File: config.mk
export PLATFORM = sky130hd
export DESIGN_NAME = nanres_unit
export DESIGN_NICKNAME = d
export VERILOG_FILES = /design/src/rtl/nanres_pkg.sv /design/src/rtl/nanres_classify.sv /design/src/rtl/nanres_select.sv /design/src/rtl/nanres_unit.sv
export SDC_FILE = /design/constraint.sdc
export NUM_CORES = 1
export LEC_CHECK = 0
export ABC_AREA = 1
export BUFFER_PORTS_ARGS = -buffer_cell sky130_fd_sc_hd__clkbuf_2
export CAP_MARGIN = 40
export CORE_MARGIN = 5
export CORE_UTILIZATION = 40
export CTS_CLUSTER_DIAMETER = 100
export DETAILED_ROUTE_END_ITERATION = 10
export HOLD_SLACK_MARGIN = 0.12
export PLACE_DENSITY = 0.83
export SETUP_SLACK_MARGIN = 0.02
export SLEW_MARGIN = 0
export SYNTH_ARGS = -nofsm -noshare
export SYNTH_HDL_FRONTEND = slang
export SYNTH_SLANG_ARGS = --single-unit
File: constraint.sdc
create_clock -name clk -period 1.6 [get_ports clk]
set_clock_uncertainty 0.15 [all_clocks]
set_input_delay 0.16 -clock clk [delete_from_list [all_inputs] [get_ports clk]]
set_output_delay 0.16 -clock clk [all_outputs]
set_load 0.01 [all_outputs]
File: src/rtl/nanres_pkg.sv
package nanres_pkg;

    // Classification of one operand under the active NaN convention
    typedef struct packed {
        logic nan;
        logic snan;
        logic qnan;
        logic inf;
        logic zero;
    } fp_kind_t;

    // Which value drives the NaN result
    typedef enum logic [2:0] {
        SRC_NONE = 3'd0,
        SRC_A    = 3'd1,
        SRC_B    = 3'd2,
        SRC_C    = 3'd3,
        SRC_DFLT = 3'd4
    } src_sel_t;

    typedef struct packed {
        src_sel_t src;
        logic     invalid;
    } pick_t;

endpackage

File: src/rtl/nanres_classify.sv
module nanres_classify
    import nanres_pkg::*;
#(
    parameter int EXP_W  = 8,
    parameter int FRAC_W = 23,
    localparam int W     = 1 + EXP_W + FRAC_W
) (
    input  logic [W-1:0] val,
    input  logic         mode_2008,
    output fp_kind_t     kind
);
    logic [EXP_W-1:0]  exp_f;
    logic [FRAC_W-1:0] frac_f;
    logic              exp_ones;
    logic              frac_nz;
    logic              top_bit;

    always_comb begin
        exp_f    = val[W-2 -: EXP_W];
        frac_f   = val[FRAC_W-1:0];
        exp_ones = &exp_f;
        frac_nz  = |frac_f;
        top_bit  = frac_f[FRAC_W-1];

        kind.nan  = exp_ones & frac_nz;
        // legacy: top fraction bit set means signaling; 2008: clear means signaling
        kind.snan = kind.nan & (mode_2008 ? ~top_bit : top_bit);
        kind.qnan = kind.nan & ~kind.snan;
        kind.inf  = exp_ones & ~frac_nz;
        kind.zero = ~|val[W-2:0];
    end
endmodule

File: src/rtl/nanres_select.sv
module nanres_select
    import nanres_pkg::*;
(
    input  fp_kind_t ka,
    input  fp_kind_t kb,
    input  fp_kind_t kc,
    input  logic     three_op,
    input  logic     mode_2008,
    output pick_t    pick
);
    logic c_snan, c_qnan, c_nan;
    logic inf_x_zero;
    logic any_nan;

    always_comb begin
        c_snan     = three_op & kc.snan;
        c_qnan     = three_op & kc.qnan;
        c_nan      = three_op & kc.nan;
        inf_x_zero = three_op & c_nan &
                     ((ka.inf & kb.zero) | (ka.zero & kb.inf));
        any_nan    = ka.nan | kb.nan | c_nan;

        pick.invalid = inf_x_zero | ka.snan | kb.snan | c_snan;

        if (!any_nan)          pick.src = SRC_NONE;
        else if (!mode_2008)   pick.src = SRC_DFLT;
        else if (inf_x_zero)   pick.src = SRC_C;
        else if (three_op) begin
            if (c_snan)        pick.src = SRC_C;
            else if (ka.snan)  pick.src = SRC_A;
            else if (kb.snan)  pick.src = SRC_B;
            else if (c_qnan)   pick.src = SRC_C;
            else if (ka.qnan)  pick.src = SRC_A;
            else               pick.src = SRC_B;
        end else begin
            if (ka.snan)       pick.src = SRC_A;
            else if (kb.snan)  pick.src = SRC_B;
            else if (ka.qnan)  pick.src = SRC_A;
            else               pick.src = SRC_B;
        end
    end
endmodule

File: src/rtl/nanres_unit.sv
module nanres_unit
    import nanres_pkg::*;
#(
    parameter bit IS_DOUBLE = 1'b0,
    parameter bit REG_OUT   = 1'b1,
    localparam int EXP_W    = IS_DOUBLE ? 11 : 8,
    localparam int FRAC_W   = IS_DOUBLE ? 52 : 23,
    localparam int W        = 1 + EXP_W + FRAC_W
) (
    input  logic         clk,
    input  logic         rst,
    input  logic         mode_2008,
    input  logic         three_op,
    input  logic [W-1:0] opnd_a,
    input  logic [W-1:0] opnd_b,
    input  logic [W-1:0] opnd_c,
    output logic         nan_take,
    output logic [W-1:0] nan_value,
    output logic         invalid
);
    localparam logic [W-1:0] LEGACY_DFLT =
        {1'b0, {EXP_W{1'b1}}, 1'b0, {(FRAC_W-1){1'b1}}};
    localparam logic [W-1:0] QUIET_MASK = W'(1) << (FRAC_W-1);

    fp_kind_t    kinds [3];
    logic [W-1:0] opnds [3];
    pick_t       pick;
    logic        take_c;
    logic [W-1:0] value_c;

    assign opnds[0] = opnd_a;
    assign opnds[1] = opnd_b;
    assign opnds[2] = opnd_c;

    for (genvar i = 0; i < 3; i++) begin : g_cls
        nanres_classify #(.EXP_W(EXP_W), .FRAC_W(FRAC_W)) u_cls (
            .val       (opnds[i]),
            .mode_2008 (mode_2008),
            .kind      (kinds[i])
        );
    end

    nanres_select u_sel (
        .ka        (kinds[0]),
        .kb        (kinds[1]),
        .kc        (kinds[2]),
        .three_op  (three_op),
        .mode_2008 (mode_2008),
        .pick      (pick)
    );

    always_comb begin
        take_c = (pick.src != SRC_NONE);
        unique case (pick.src)
            SRC_A:    value_c = opnd_a | QUIET_MASK;
            SRC_B:    value_c = opnd_b | QUIET_MASK;
            SRC_C:    value_c = opnd_c | QUIET_MASK;
            SRC_DFLT: value_c = LEGACY_DFLT;
            default:  value_c = '0;
        endcase
    end

    if (REG_OUT) begin : g_reg
        always_ff @(posedge clk) begin
            if (rst) begin
                nan_take  <= 1'b0;
                nan_value <= '0;
                invalid   <= 1'b0;
            end else begin
                nan_take  <= take_c;
                nan_value <= value_c;
                invalid   <= pick.invalid;
            end
        end
    end else begin : g_comb
        assign nan_take  = take_c;
        assign nan_value = value_c;
        assign invalid   = pick.invalid;
    end
endmodule

==> results.yml, run 1 <==
setup_path:
  max_stage_delay_ns: 0.19
  critPathBufInv: 5
  slowest_stage: "nor2_1"
  worstSetupPathType: "input port to flop"
  worst_ep_required_time_ns: 1.63
  crit_chain: "clkbuf_2, nor2_1, nand2_1, nor2_4, nand3_4, nand2_4, inv_2, nand2_4, inv_4, nand2_8, inv_4, buf_6, nand3_1, nand2_1, nor2_1, nor2_1"
  critPathTopFamily: "simple AND/OR/NAND/NOR gates"
  cp.arrival_ns: 1.97
  worst_setup_path_end_kind: "flop"
  crit_path_max_fanout: 6
  setup.worst_path.start_class: "input port"
  crit_path_frequent_cell: "nor2_1"
drt:
  wl_per_cell_um: 18.9
  drtAntennaViolNets: 0
  drt_iter0_drc: 440
  drt-pass1-iter-count: 6
  viasPerCell: 5.88
  vias: 3839
  drc: 0
  routed_wl_um: 12400
die:
  start_util_pct: 41.1
  core_area_um2: 5510
  die_w_um: 85.3
  die_h_um: 85.3
  ios: 134
  die_area_um2: 7270
  row_count: 27
final_layout:
  antenna_cells: 0
  fin_cells: 653
  drive_above_1_share_pct: 53.7
  fin_nets: 680
  syn2layout_area_growth_pct: 98.7
  most-common-layout-cells: "109 x clkbuf_2, 72 x buf_4, 59 x nand2_1, 52 x nand4_1, 48 x nor2_1"
  final_area_um2: 4500
  final_common_cell: "clkbuf_2"
power_and_ir_drop:
  irDropWorstVdd_mv: 0.390
  p_total_mw: 2.06
  cellLeakagePower_nw: 2.34
  p_per_area_nw_per_um2: 457
timing:
  setup_viol: 24
  worst_slew_pin_slew_ns: 0.288
  slew_violations: 0
  maxSlewHeadroom_pct: 80.6
  grt_setup_unrepaired: "true"
  fmax_ghz: 0.515
  period_share_pct: 121
  finalWorstSetupSlack_ns: -0.340
  hold_viol: 0
  final.min_clock_period_ns: 1.94
place:
  dp_cells: 613
  port_buffers: 133
  post-place-ws_ns: -0.317
  dpl_cell_area_um2: 3550
  place.gp.congestion: 0.912
  hpwl_um: 6790
synthesis:
  yosysWarningCount: 0
  synth_nets: 450
  syn_inst: 350
  synth_area_per_cell_um2: 6.47
  ys_seq_area_share_pct: 30.0
  synth_top_cell_by_area: "dfxtp_1"
  yosysTopAreaCellShare_pct: 30.0
  syn_area_um2: 2270
  ys_types: 31
  ys_top_cells_by_area: "dfxtp_1 30%, nand4_1 14%, nor2_1 13%"
  postSynthRegisterBits: 34
clocking:
  root_buffer: "clkbuf_8"
  cts_tree: "built"
  clk_path_buf_depth: 2
  htreeDepth: 2
  clkTransAtPathRegs_ns: 0.08
  cts_buffers: 5
  clkSinkCount: 34
outcome:
  violations: "setup timing"
  outcome: "finished with violations"
min_path:
  min_from: "opnd_c[10]"
  holdPathStages: 5
  hold_end: "nan_value[10]"
  worstHoldPathType: "input port to flop"
global_routing:
  grt-ovfl-total: 0
  grt_usage_pct: 24.5
  grt_max_degree: 27
  grt_first_pass_wirelength_um: 14700
  grt_pass1_vias: 3364
  antenna_found_initial: 0
job:
  maxCapViolCount: 0
## Yosys cell counts
master,n
a21oi_1,1
a21oi_4,1
a31oi_1,1
buf_1,2
buf_12,1
buf_2,6
buf_4,2
buf_6,5
buf_8,2
clkbuf_1,1
clkinv_1,1
dfxtp_1,34
inv_1,26
inv_2,4
inv_4,1
nand2_1,72
nand2_2,3
nand2_4,3
nand3_1,35
nand3_2,2
nand4_1,52
nand4_2,1
nor2_1,80
nor2_2,2
nor2_4,1
nor3_1,2
nor4_1,4
o21bai_1,1
o221ai_1,1
xnor2_1,1
xor2_2,2
## state kept, by name, summed over array words and instances, names as in the netlist
register and cells:
invalid 1, nan_take 1, nan_value 32
## per-layer routing
layer | part of all wire [%] | GRT usage (%)
met3 | 12 | 4.37
met1 | 34 | 28.4
met4 | 8.3 | 8.35
met5 | 0 | 0
met2 | 46 | 44.8
## worst min-delay path, delay by kind of cell
family,cells,cell delay [ns]
and+or+nand+nor,4,0.26
buffers and inverters,1,0.10
## final cells by class
class                      instances  area [um2]
inverter                          32         133
clock inverter                     2        12.5
timing repair buffer             241        1830
fill                             309        1000
clock buffer                       6        82.6
tap                               72        90.1
multi-input combinational        266        1680
sequential                        34         681
## report_power, final
part,internal (mW),switching [mW]
clock,0.346,0.338
combinational,0.286,0.236
sequential,0.848,0.000787
## how the worst max path moves through the flow
stage,from,to,slack (ns),cells after the start
after detailed placement,opnd_b[8],nan_value[19],-0.32,13
final,opnd_a[14],nan_value[21],-0.34,16
after floorplan,opnd_b[8],nan_value[14],-0.002,14
after CTS,opnd_b[8],nan_value[4],0.02,14
after global routing,opnd_a[14],nan_value[16],-0.39,16
after global placement,opnd_b[8],nan_value[4],-0.27,14
## kinds of logic after synthesis
group                  synth area share, %
AO/OA/AOI/OAI                         1.93
XOR/XNOR                              1.82
buffers and inverters                 12.6
flip-flops                            30.0
AND/OR/NAND/NOR                       53.6
## stage by stage
step | setup TNS (ns) | hold WS [ns] | util [%]
floorplan | -0.0108 | 0.0824 | -
global placement | -6.54 | 0.310 | 64.4
detailed placement | -7.86 | 0.315 | 64.4
CTS | 0 | 0.120 | 70.7
global route | -6.01 | 0.152 | 81.8
finish | -5.29 | 0.134 | 81.8
## what timing repair did
action	4_1_cts	5_1_grt
setup endpoints to repair	23	23
cloned	1	4
resized for setup	10	129
buffers inserted	2	5
endpoints found under the hold margin	18	0
pin swaps	7	44
hold buffers	20	0
(Power assumes the default switching activity.)
==> run 2, diff against run 1 <==
--- a/config.mk
+++ b/config.mk
@@ -13,9 +13,10 @@
 export CTS_CLUSTER_DIAMETER = 100
 export DETAILED_ROUTE_END_ITERATION = 10
 export HOLD_SLACK_MARGIN = 0.12
-export PLACE_DENSITY = 0.83
+export PLACE_DENSITY = 0.81
 export SETUP_SLACK_MARGIN = 0.02
 export SLEW_MARGIN = 0
 export SYNTH_ARGS = -nofsm -noshare
 export SYNTH_HDL_FRONTEND = slang
+export SYNTH_HIERARCHICAL = 1
 export SYNTH_SLANG_ARGS = --single-unit
==> run 2 against run 1 <==
Compared with the run above: routed wire length increased by 2.6%; utilization decreased by 4.7 points; worst setup slack got worse by 0.19 ns; non-clock buffer count increased by 10; largest cell class unchanged; highest routed layer unchanged; total power decreased by 3.7%; sequential cell count unchanged; combinational power decreased by 4.2%; cell area increased by 8.1%; die area increased by 13%; sequential share of layout area decreased by 1.1 points; the flow still finishes with violations (setup timing); global-route usage increased by 0.74 points.
==> results.yml, run 2 <==
timing:
  grt_setup_unrepaired: "true"
  final.min_clock_period_ns: 2.13
  fmax_ghz: 0.470
  finalWorstSetupSlack_ns: -0.530
  setup_viol: 33
  tns_ns: -13.93
  period_share_pct: 133
  worst_slew_pin_slew_ns: 0.387
  slew_violations: 0
  hold_viol: 0
  maxSlewHeadroom_pct: 74.2
  fin_hold_ws_ns: 0.127
setup_path:
  cp.arrival_ns: 2.16
  slowest_stage: "clkbuf_16"
  worst_ep_required_time_ns: 1.63
  crit_chain: "clkbuf_2, nor2_1, nand2_1, nor2_4, nand3_4, nand2_4, nor2_2, inv_2, nor2_4, a21oi_4, nor2_4, nor2_4, buf_6, nor2_4, nand2_4, clkbuf_16, nand2_1, nor2_1, nor2_1"
  crit_path_frequent_cell: "nor2_4"
  setup.worst_path.start_class: "input port"
  worst_setup_path_end_kind: "flop"
  crit_path_max_fanout: 8
  worstSetupPathType: "input port to flop"
  max_stage_delay_ns: 0.19
drt:
  routed_wl_um: 12700
  drt_iter0_drc: 401
  wl_per_cell_um: 17.5
  drtAntennaViolNets: 0
  drt-pass1-iter-count: 5
  vias: 4120
  viasPerCell: 5.69
  drc: 0
die:
  start_util_pct: 41.1
  row_count: 29
  die_h_um: 90.5
  ios: 134
  core_area_um2: 6310
  die_w_um: 90.5
  die_area_um2: 8190
final_layout:
  multi_input_area_um2: 1920
  fin_nets: 747
  fillers: 436
  final_area_um2: 4870
  top_register: "nan_value"
  most-common-layout-cells: "121 x clkbuf_2, 99 x nand4_1, 74 x nand2_1, 73 x nor2_1, 67 x buf_4"
  antenna_cells: 0
  largest_reg_flops: 32
  drive_above_1_share_pct: 49.0
  fin_util_pct: 77.1
  final_common_cell: "clkbuf_2"
  regArea_um2: 681
  fin_cells: 724
  syn2layout_area_growth_pct: 87.8
  reg_top3: "nan_value x32, invalid x1, nan_take x1"
clocking:
  clk_path_buf_depth: 2
  root_buffer: "clkbuf_8"
  cts_buffers: 5
  cts_tree: "built"
  htreeDepth: 2
  clkTransAtPathRegs_ns: 0.07
  clkSinkCount: 34
power_and_ir_drop:
  p_per_area_nw_per_um2: 407
  p_clk_share_pct: 31.8
  p_int_mw: 1.43
  power_frac_seq_pct: 42.9
  irDropWorstVdd_mv: 0.334
  combPwrFrac_pct: 25.2
  p_total_mw: 1.98
  swShare_pct: 27.7
  cellLeakagePower_nw: 2.50
  p_switching_mw: 0.549
synthesis:
  syn_inst: 426
  synth_area_per_cell_um2: 6.09
  yosysWarningCount: 6
  synth_nets: 526
  syn_area_um2: 2590
job:
  maxCapViolCount: 0
outcome:
  violations: "setup timing"
  outcome: "finished with violations"
global_routing:
  grtUsageMet3_pct: 6.25
  grt_busiest_layer: "met2"
  antenna_found_initial: 0
  grt_max_degree: 49
  grt_first_pass_wirelength_um: 17500
  grt_pass1_vias: 3938
  globalRouteMet2Util_pct: 44.1
  grt_usage_pct: 25.2
  grt-ovfl-total: 0
  met1_usage_pct: 28.5
place:
  hpwl_um: 7340
  place.gp.congestion: 0.917
  dpl_cell_area_um2: 3800
  port_buffers: 133
  post-place-ws_ns: -0.875
  dp_cells: 672
min_path:
  worstHoldPathType: "input port to flop"
[run 2: power groups by stage]
stage	Sequential, mW	Clock (mW)	Combinational (mW)
final	0.850	0.631	0.500
after global routing	0.850	0.688	0.529
after CTS	0.850	0.632	0.421
after detailed placement	0.870	0	0.361
after global placement	0.869	0	0.355
after floorplan	0.871	0	0.0725
[run 2: critical path, delay by kind of cell]
kind / cells / cell delay, ns
compound gates: 1 / 0.17
buf+inv: 4 / 0.50
simple gates: 14 / 1.32
[run 2: worst paths after layout]
| path | start | to | slack (ns) | cells after the start |
|---|---|---|---|---|
| min | opnd_b[3] | nan_value[3] | 0.13 | 5 |
| max | opnd_a[21] | nan_value[4] | -0.53 | 19 |
[run 2: per-layer routing]
layer | vias up | part of all wire [%]
met4 | 0 | 4.8
met1 | 1847 | 36
li1 | 1895 | -
met2 | 304 | 50
met3 | 74 | 9.1
met5 | - | 0
[run 2: final cells by class]
type | count | area share, %
Timing Repair Buffer | 251 | 41.2
Multi-Input combinational cell | 334 | 39.3
Sequential cell | 34 | 14.0
Tap cell | 77 | 1.98
Inverter | 21 | 1.93
Clock buffer | 7 | 1.57
[run 2: what timing repair did]
item	4_1_cts	5_1_grt
hold buffers	26	0
resized for setup	29	99
cloned	2	6
buffers inserted	8	3
hold endpoints to repair	19	0
pin swaps	11	26
setup endpoints to repair	33	33
